**src/rtl/conv_rst_seq_pkg.sv**
```systemverilog
package conv_rst_seq_pkg;
  // byte offsets of the two words; word addresses are derived in the top
  localparam int unsigned RUN_BYTE_OFS  = 32'h40;
  localparam int unsigned STAT_BYTE_OFS = 32'h74;
  localparam int unsigned LOCK_BIT_POS  = 17;

  // run-control word, bit 2 down to bit 0
  typedef struct packed {
    logic clk_gate_n;  // 1 gates the capture clock
    logic mgr_run;     // 1 releases the clock manager
    logic dp_run;      // 1 releases the datapath
  } run_ctrl_t;

  localparam int unsigned RUN_W = $bits(run_ctrl_t);
endpackage

```
**src/rtl/crs_regbank.sv**
```systemverilog
module crs_regbank
  import conv_rst_seq_pkg::*;
#(
  parameter int unsigned DATA_W   = 32,
  parameter int unsigned ADDR_W   = 10,
  parameter int unsigned RUN_ADDR = 16,
  parameter int unsigned STAT_ADDR = 29,
  parameter int unsigned LOCK_POS = 17
) (
  input  logic              clk,
  input  logic              rst,
  input  logic              wr_en,
  input  logic [ADDR_W-1:0] addr,
  input  logic [DATA_W-1:0] wr_data,
  input  logic              rd_en,
  input  logic              lock_q,
  output run_ctrl_t         ctrl_q,
  output run_ctrl_t         ctrl_d,
  output logic [DATA_W-1:0] rd_data
);
  localparam logic [ADDR_W-1:0] RUN_A  = ADDR_W'(RUN_ADDR);
  localparam logic [ADDR_W-1:0] STAT_A = ADDR_W'(STAT_ADDR);

  logic              run_hit;
  logic [DATA_W-1:0] rd_mux;
  logic              unused_wr_hi;

  assign run_hit      = wr_en && (addr == RUN_A);
  assign unused_wr_hi = ^wr_data[DATA_W-1:RUN_W];

  always_comb begin
    ctrl_d = ctrl_q;
    if (run_hit) ctrl_d = run_ctrl_t'(wr_data[RUN_W-1:0]);
  end

  always_comb begin
    rd_mux = '0;
    if (addr == RUN_A)       rd_mux = DATA_W'(ctrl_q);
    else if (addr == STAT_A) rd_mux = DATA_W'(lock_q) << LOCK_POS;
  end

  always_ff @(posedge clk) begin
    if (rst) begin
      ctrl_q  <= '0;
      rd_data <= '0;
    end else begin
      ctrl_q  <= ctrl_d;
      rd_data <= rd_en ? rd_mux : '0;
    end
  end


  foreign_wr_chk: assert property (@(posedge clk) disable iff (rst)
    (wr_en && addr != RUN_A) |=> $stable(ctrl_q));

  run_rd_hi_chk: assert property (@(posedge clk) disable iff (rst)
    (rd_en && addr == RUN_A) |=> (rd_data[DATA_W-1:RUN_W] == '0));

  idle_rd_chk: assert property (@(posedge clk) disable iff (rst)
    !rd_en |=> (rd_data == '0));
endmodule

```
**src/rtl/crs_lock_qual.sv**
```systemverilog
module crs_lock_qual #(
  parameter int unsigned LOCK_CYCLES  = 4,
  parameter bit          HAS_RECONFIG = 1'b1
) (
  input  logic clk,
  input  logic rst,
  input  logic mgr_run_d,
  input  logic lock_in,
  output logic lock_d,
  output logic lock_q
);
  localparam int unsigned CNT_W = $clog2(LOCK_CYCLES + 1);
  localparam logic [CNT_W-1:0] CNT_MAX = CNT_W'(LOCK_CYCLES);

  logic [CNT_W-1:0] cnt_q, cnt_d;
  logic             counted;

  // consecutive-sample counter, saturating at LOCK_CYCLES
  always_comb begin
    if (!mgr_run_d || !lock_in) cnt_d = '0;
    else if (cnt_q == CNT_MAX)  cnt_d = cnt_q;
    else                        cnt_d = cnt_q + 1'b1;
  end
  assign counted = (cnt_d == CNT_MAX);

  generate
    if (HAS_RECONFIG) begin : g_qualified
      assign lock_d = counted;
    end else begin : g_fixed
      assign lock_d = mgr_run_d;
    end
  endgenerate

  always_ff @(posedge clk) begin
    if (rst) begin
      cnt_q  <= '0;
      lock_q <= 1'b0;
    end else begin
      cnt_q  <= cnt_d;
      lock_q <= lock_d;
    end
  end

  generate
    if (HAS_RECONFIG) begin : g_lock_chk

      lock_src_chk: assert property (@(posedge clk) disable iff (rst)
        $rose(lock_q) |-> $past(lock_in));

      lock_drop_chk: assert property (@(posedge clk) disable iff (rst)
        !lock_in |=> !lock_q);
    end
  endgenerate
endmodule

```
**src/rtl/crs_out_stage.sv**
```systemverilog
module crs_out_stage
  import conv_rst_seq_pkg::*;
(
  input  logic      clk,
  input  logic      rst,
  input  run_ctrl_t ctrl_d,
  input  logic      lock_d,
  output logic      mgr_rst_n,
  output logic      dp_rst_n,
  output logic      clk_en
);
  logic dp_go;
  assign dp_go = ctrl_d.dp_run && ctrl_d.mgr_run && lock_d;

  always_ff @(posedge clk) begin
    if (rst) begin
      mgr_rst_n <= 1'b0;
      dp_rst_n  <= 1'b0;
      clk_en    <= 1'b0;
    end else begin
      mgr_rst_n <= ctrl_d.mgr_run;
      dp_rst_n  <= dp_go;
      clk_en    <= dp_go && !ctrl_d.clk_gate_n;
    end
  end


  dp_under_mgr_chk: assert property (@(posedge clk) disable iff (rst)
    dp_rst_n |-> mgr_rst_n);

  ce_under_dp_chk: assert property (@(posedge clk) disable iff (rst)
    clk_en |-> dp_rst_n);
endmodule

```
**src/rtl/conv_rst_seq.sv**
```systemverilog
module conv_rst_seq
  import conv_rst_seq_pkg::*;
#(
  parameter int unsigned DATA_W       = 32,
  parameter int unsigned ADDR_W       = 10,
  parameter int unsigned LOCK_CYCLES  = 4,
  parameter bit          HAS_RECONFIG = 1'b1
) (
  input  logic              clk,
  input  logic              rst,
  input  logic              wr_en,
  input  logic [ADDR_W-1:0] addr,
  input  logic [DATA_W-1:0] wr_data,
  input  logic              rd_en,
  output logic [DATA_W-1:0] rd_data,
  input  logic              lock_in,
  output logic              mgr_rst_n,
  output logic              dp_rst_n,
  output logic              clk_en
);
  localparam int unsigned RUN_WADDR  = RUN_BYTE_OFS / (DATA_W / 8);
  localparam int unsigned STAT_WADDR = STAT_BYTE_OFS / (DATA_W / 8);

  run_ctrl_t ctrl_q, ctrl_d;
  logic      lock_d, lock_q;

  crs_regbank #(
    .DATA_W(DATA_W), .ADDR_W(ADDR_W), .RUN_ADDR(RUN_WADDR),
    .STAT_ADDR(STAT_WADDR), .LOCK_POS(LOCK_BIT_POS)
  ) u_regs (
    .clk(clk), .rst(rst), .wr_en(wr_en), .addr(addr), .wr_data(wr_data),
    .rd_en(rd_en), .lock_q(lock_q), .ctrl_q(ctrl_q), .ctrl_d(ctrl_d),
    .rd_data(rd_data)
  );

  crs_lock_qual #(
    .LOCK_CYCLES(LOCK_CYCLES), .HAS_RECONFIG(HAS_RECONFIG)
  ) u_lock (
    .clk(clk), .rst(rst), .mgr_run_d(ctrl_d.mgr_run), .lock_in(lock_in),
    .lock_d(lock_d), .lock_q(lock_q)
  );

  crs_out_stage u_out (
    .clk(clk), .rst(rst), .ctrl_d(ctrl_d), .lock_d(lock_d),
    .mgr_rst_n(mgr_rst_n), .dp_rst_n(dp_rst_n), .clk_en(clk_en)
  );


  lock_needs_mgr_chk: assert property (@(posedge clk) disable iff (rst)
    !mgr_rst_n |-> !lock_q);

  dp_rise_locked_chk: assert property (@(posedge clk) disable iff (rst)
    $rose(dp_rst_n) |-> lock_q);

  mgr_follow_chk: assert property (@(posedge clk) disable iff (rst)
    mgr_rst_n |-> ctrl_q.mgr_run);
endmodule

```
**config.mk**
```make
export PLATFORM = sky130hd
export DESIGN_NAME = conv_rst_seq
export DESIGN_NICKNAME = d
export VERILOG_FILES = /design/src/rtl/conv_rst_seq_pkg.sv /design/src/rtl/crs_regbank.sv /design/src/rtl/crs_lock_qual.sv /design/src/rtl/crs_out_stage.sv /design/src/rtl/conv_rst_seq.sv
export SDC_FILE = /design/constraint.sdc
export NUM_CORES = 1
export LEC_CHECK = 0
export BUFFER_PORTS_ARGS = -buffer_cell sky130_fd_sc_hd__buf_4
export CAP_MARGIN = 15
export CORE_MARGIN = 2
export CORE_UTILIZATION = 36
export CTS_BUF_LIST = sky130_fd_sc_hd__clkbuf_8
export CTS_CLUSTER_DIAMETER = 40
export DETAILED_ROUTE_END_ITERATION = 8
export GPL_ROUTABILITY_DRIVEN = 1
export PLACE_DENSITY = 0.81
export REMOVE_ABC_BUFFERS = 1
export SETUP_SLACK_MARGIN = 0.4
export SLEW_MARGIN = 20
export SYNTH_ARGS = -nofsm -noshare
export SYNTH_HDL_FRONTEND = slang
export SYNTH_SLANG_ARGS = --single-unit
```
**constraint.sdc**
```tcl
create_clock -name clk -period 1.9 [get_ports clk]
set_clock_uncertainty 0.1 [all_clocks]
set_input_delay 0.38 -clock clk [delete_from_list [all_inputs] [get_ports clk]]
set_output_delay 0.38 -clock clk [all_outputs]
set_load 0.01 [all_outputs]
```
==> metrics.cfg, run 1 <==
[sta]
report.final.slew_viol_count=0
rsz0062_at_grt=true
fin_setup_tns_ns=0
hold_slack_ns=0.247
min_period_ns=1.46
fin_ws_ns=0.437
hold_viol=0
finalCritPeriodShare_pct=77.0
maxClockFrequency_mhz=684
setup_violations=0

[place]
post_dp_cell_area_um2=927
hpwlAfterDp_um=1120
dpl.cell_count=142
pre_cts_ws_ns=0.121
place.gp.congestion=0.637
portBuffers=24

[detailed_routing]
wl_met1_um=505
drt_iter0_markers=7
firstDrtPassIters=4
avgRoutedWirePerCell_um=9.69
viasPerCell=4.14
ant_nets=0
route.vias.total=608
wl_met3_um=153
totalWireLength_um=1420
drc=0
top_layer=met4
wl_met2_um=752

[critical_path]
crit_path_max_fanout=6
slowest_delay_ns=0.29
worstPathCellList=buf_6 -> nor4b_4 -> and4_4 -> mux2i_2 -> buf_4 -> a211oi_2
critical_path_class=in -> reg
crit_arrival_ns=1.48
start_kind=input pin
crit_slowest_cell=nor4b_4
critPathRequiredTime_ns=1.92
critPathTopFamily=simple AND/OR/NAND/NOR gates
endpoint_kind=flop
worstPathBufferInverterCount=2

[status]
outcome=completed

[pwr]
peakVddDrop_mv=0.253
power_frac_clock_pct=40.8
leakagePower_nw=0.474
sw_frac_of_total_pct=23.3
power.internal_mw=0.445
p_switching_mw=0.135
power_frac_comb_pct=12.4
p_seq_share_pct=46.8
power.density_nw_per_um2=566
total_power_mw=0.580

[synth]
yosysTopAreaCellShare_pct=32.3
syn_area_um2=806
yosysMostFrequentCell=buf_4
postSynth.asyncResetShare_pct=0
synth_commonest_cells=buf_4 (28), dfxtp_1 (13), nor2_1 (8), nand2_1 (5)
synth_top_area_cell=dfxtp_1
syn_inst=89
synth_ff_type=dfxtp_1
yosys-top-cells-area=dfxtp_1 (32%), buf_4 (26%), mux2i_1 (5.0%), nand3b_1 (3.7%), nor2_1 (3.7%)
synth_edf_count=0
synth_warnings=0
synth-seq-cells=13
yosys.cell_types.count=25
seq_area_frac_synth_pct=32.3
syn_avg_cell_area_um2=9.05

[floorplan]
core.rowCount=17
fp.dieH_um=51.3
dieArea_um2=2630
coreArea_um2=2170
ios=82
start_util_pct=37.1
chipWidth_um=51.3

[final_layout]
nets=169
layout-drive-gt1-share_pct=36.1
design_area_um2=1020
final_core_util_pct=47.2
area_growth_pct=27.2
diodes=0
final_cells=147

[clock_tree]
path_clk_slew_ns=0.06
clk-insertion-delay-late_ns=0.24
root_buffer=clkbuf_8
hold_buffers=0
numCtsBuffers=3
numClockSinks=13
h-tree-depth=1
clockBufferDepth=2
tritoncts=yes

[global_routing]
grt_pass1_vias=585
grt_first_pass_wirelength_um=2420
grt_use_total_pct=12.0
grt_start_max_net_pins=8
grt-ovfl-total=0
antenna_found_initial=0

[min_path]
hp-class=in -> reg

[run]
cap_violations=0

## power groups by stage
| stage | logic [mW] | registers [mW] | clock network [mW] |
|---|---|---|---|
| after floorplan | 0.0314 | 0.279 | 0 |
| after global placement | 0.0646 | 0.279 | 0 |
| after detailed placement | 0.0655 | 0.279 | 0 |
| after CTS | 0.0667 | 0.273 | 0.246 |
| after global routing | 0.0788 | 0.271 | 0.257 |
| final | 0.0717 | 0.271 | 0.236 |
## kinds of logic (layout without fill, tap and decap cells)
kind of cell	Yosys count	after routing	synth area share, %
compound gates	4	4	3.57
other cells	1	28	0.465
xor+xnor	1	1	1.09
fa+ha+maj	2	2	3.11
mux	5	5	6.68
buf+inv	31	34	27.5
simple gates	32	32	25.3
flops	13	13	32.3
## worst reg2reg max path, delay by kind of cell, from the launching register on
kind / cells / cell delay [ns]
muxes: 1 / 0.19
DFF: 1 / 0.38
and+or+nand+nor: 2 / 0.33
AOI/OAI and AO/OA: 1 / 0.17
adders and majority gates: 1 / 0.17
buffers and inverters: 1 / 0.05
## sequential cells by signal, indices dropped and copies added, names as in the netlist
signal	count
u_lock.lock_q	1
u_out.clk_en	1
u_regs.rd_data	4
u_out.dp_rst_n	1
u_out.mgr_rst_n	1
u_lock.cnt_q	3
u_regs.ctrl_q	2
## path summary, 6_finish.rpt
kind | startpoint | endpoint | slack, ns | cells after the start
hold reg to reg | u_regs.ctrl_q[2]$_SDFF_PP0_ | u_regs.rd_data[2]$_SDFF_PP0_ | 0.39 | 1
setup reg to reg | u_lock.cnt_q[0]$_SDFF_PP0_ | u_out.dp_rst_n$_SDFF_PP0_ | 0.44 | 6
hold / removal | rst | u_regs.ctrl_q[2]$_SDFF_PP0_ | 0.25 | 2
setup / recovery | addr[7] | u_out.clk_en$_SDFF_PP0_ | 0.44 | 6
## layout make-up
cell class                      instances  area, µm²
Multi-Input combinational cell         72        458
Fill cell                             201       1140
Tap cell                               28       35.0
Clock buffer                            3       41.3
Clock inverter                          1       3.75
Timing Repair Buffer                   27        210
Inverter                                3       11.3
Sequential cell                        13        265
## layer usage
layer	track usage, %	up-vias
met4	3.95	0
met3	4.39	4
met2	22.1	36
li1	-	298
met1	12.7	270
met5	0	-
## layout by cell type, fill, tap and decap left out, types with 2 or more instances in the layout
| cell type | count |
|---|---|
| buf_6 | 2 |
| inv_1 | 4 |
| nor2_1 | 8 |
| clkbuf_8 | 3 |
| nor3_2 | 3 |
| nand3b_1 | 4 |
| nand2_1 | 5 |
| and2_1 | 3 |
| mux2i_1 | 4 |
| buf_4 | 25 |
| conb_1 | 28 |
| dfxtp_1 | 11 |
## what timing repair did
action                     CTS  global route
buffers inserted             1             0
resized for setup            1            10
setup endpoints to repair    6             6
pin swaps                    2             5
Power figures use the tool's default switching activity.
==> run 2, diff against run 1 <==
==> constraint.sdc (replaced) <==
create_clock -name clk -period 1.35 [get_ports clk]
set_clock_uncertainty 0.1 [all_clocks]
set_input_delay 0.27 -clock clk [delete_from_list [all_inputs] [get_ports clk]]
set_output_delay 0.27 -clock clk [all_outputs]
set_load 0.01 [all_outputs]
==> run 2 against run 1 <==
- the flow now finishes with violations (negative setup slack)
- highest routed layer is now met3
- sequential cell count unchanged
- critical endpoint unchanged
- global-route usage is 2.6 points higher
- via count up 9.4%
==> metrics.cfg, run 2 (same netlist as run 1, synthesis figures left out) <==
[status]
outcome=finished, violations left
violations=negative setup slack

[sta]
hold_viol=0  ; unchanged
min_period_ns=1.38
setup_violations=6  ; +6
report.final.slew_viol_count=0  ; unchanged
finalCritPeriodShare_pct=102
maxClockFrequency_mhz=726
rsz0062_at_grt=true
fin_ws_ns=-0.0276  ; -0.465 ns

[detailed_routing]
viasPerCell=4.18  ; +1.1%
avgRoutedWirePerCell_um=11.8  ; +22%
drc=0  ; unchanged
drt_iter0_markers=5  ; -2
route.vias.total=665  ; +9.4%
totalWireLength_um=1880  ; +32%
ant_nets=0  ; unchanged
firstDrtPassIters=4  ; unchanged

[final_layout]
largest_register_ffs=4  ; unchanged
multi_input_area_um2=524  ; +14%
seqCellArea_um2=273  ; +2.8%
n_fill_cell=189  ; -6.0%
area_growth_pct=52.8
nets=181  ; +7.1%
layout-drive-gt1-share_pct=52.7  ; +17 points
top_register=u_regs.rd_data
diodes=0  ; unchanged
reg_top3=u_regs.rd_data x4, u_lock.cnt_q x3, u_regs.ctrl_q x2
mostFrequentLayoutCells=conb_1 (28), buf_4 (28), buf_6 (10)

[critical_path]
critPathRequiredTime_ns=1.38  ; -0.54 ns
crit_arrival_ns=1.40  ; -0.08 ns
crit_path_frequent_cell=buf_6
critical_path_class=in -> reg
endpoint_kind=flop
crit_path_max_fanout=6  ; unchanged
start_kind=input pin
worstPathCellList=buf_6 -> nor4b_4 -> and4_4 -> mux2i_2 -> buf_6 -> a211oi_2
slowest_delay_ns=0.29  ; about the same
crit_slowest_cell=and4_4
rrSetupSlack_ns=0  ; -0.44 ns

[global_routing]
grt_use_total_pct=14.7  ; +2.6 points
grt-ovfl-total=0  ; unchanged
grt_start_max_net_pins=8  ; unchanged
antenna_found_initial=0  ; unchanged
grt_first_pass_wirelength_um=2790  ; +15%
grt_pass1_vias=632  ; +8.0%

[place]
pre_cts_ws_ns=-0.275  ; -0.396 ns
place.gp.congestion=0.676  ; +6.2%
portBuffers=24  ; unchanged
hpwlAfterDp_um=1190  ; +5.7%

[pwr]
power.internal_mw=0.628  ; +41%
power_frac_comb_pct=12.9  ; +0.5 points
power.density_nw_per_um2=670  ; +18%
sw_frac_of_total_pct=23.8  ; +0.52 points
total_power_mw=0.825  ; +42%
p_seq_share_pct=46.3  ; -0.5 points
power_frac_clock_pct=40.9  ; about the same
peakVddDrop_mv=0.465  ; +84%
p_switching_mw=0.196  ; +45%
leakagePower_nw=0.553  ; +17%

[clock_tree]
path_clk_slew_ns=0.05  ; about the same
clk-insertion-delay-late_ns=0.24  ; about the same
clockBufferDepth=2  ; unchanged
h-tree-depth=1  ; unchanged
hold_buffers=0  ; unchanged
numClockSinks=13  ; unchanged
numCtsBuffers=3  ; unchanged
tritoncts=yes
root_buffer=clkbuf_8

[floorplan]
chipWidth_um=51.3  ; unchanged
core.rowCount=17  ; unchanged
fp.dieH_um=51.3  ; unchanged
dieArea_um2=2630  ; unchanged
start_util_pct=37.1  ; unchanged
ios=82  ; unchanged
coreArea_um2=2170  ; unchanged

[run]
cap_violations=0  ; unchanged

[min_path]
hp-class=in -> reg

==> run 2: cell count changes in the layout (fill, tap and decap cells not counted), moves of 2 or more <==
cell     previous run  this run
buf_6               2        10
dfxtp_1            11         5
dfxtp_2             1         7
buf_4              25        28
nor2_1              8         5
ha_4                0         2
mux2i_1             4         2
mux2i_4             0         2
nor2_2              0         2
==> run 2: layout make-up <==
type / instances / area share (%)
clock buffers: 3 / 3.35
clock inverters: 1 / 0.305
inverters: 3 / 0.915
multi-input cells: 72 / 42.6
flip-flops and latches: 13 / 22.2
well taps: 28 / 2.85
repair buffers: 39 / 27.8
==> run 2: timing repair <==
action | 4_1_cts | 5_1_grt
gates resized for setup | 31 | 8
setup endpoints to repair | 20 | 20
pin swaps | 12 | 5
setup buffers | 5 | 1
==> run 2: layer usage <==
metal / track usage [%] / share of wire (%)
met1: 13.8 / 34
met2: 29.4 / 59
met3: 4.09 / 7.3
met4: 5.26 / 0
met5: 0 / 0
==> run 2: worst paths after layout <==
path	startpoint	to	cells past startpoint
worst max-delay path	addr[6]	u_out.clk_en$_SDFF_PP0_	6
worst max register to register	u_lock.cnt_q[1]$_SDFF_PP0_	u_out.dp_rst_n$_SDFF_PP0_	5
worst min-delay path	rst	u_regs.ctrl_q[2]$_SDFF_PP0_	2
worst min register to register	u_regs.ctrl_q[2]$_SDFF_PP0_	u_regs.rd_data[2]$_SDFF_PP0_	1
==> run 2: stage by stage <==
stage                     cell area (µm²)  cells  setup TNS, ns  hold WS, ns  util, %
after CTS                            1160    158        -0.0290        0.124     53.7
final                                1230    159         -0.107        0.136     56.7
after global routing                 1230    159         -0.515        0.139     56.7
after global placement                980    149          -1.93        0.356     45.2
after detailed placement              980    149          -2.15        0.373     45.2
after floorplan                       697     88         -0.757        0.242        -
==> run 2: worst max-delay path, delay by kind of cell <==
| family | cells | cell delay (ns) |
|---|---|---|
| AND/OR/NAND/NOR | 2 | 0.57 |
| AO/OA/AOI/OAI | 1 | 0.05 |
| multiplexers | 1 | 0.25 |
| buffers and inverters | 2 | 0.27 |
==> run 2: power by group through the flow <==
stage	logic (mW)	registers (mW)	clock network, mW
6_report	0.106	0.382	0.337
5_1_grt	0.115	0.381	0.374
3_5_place_dp	0.0957	0.392	0
4_1_cts	0.101	0.382	0.347
2_1_floorplan	0.0442	0.392	0
3_3_place_gp	0.0940	0.392	0
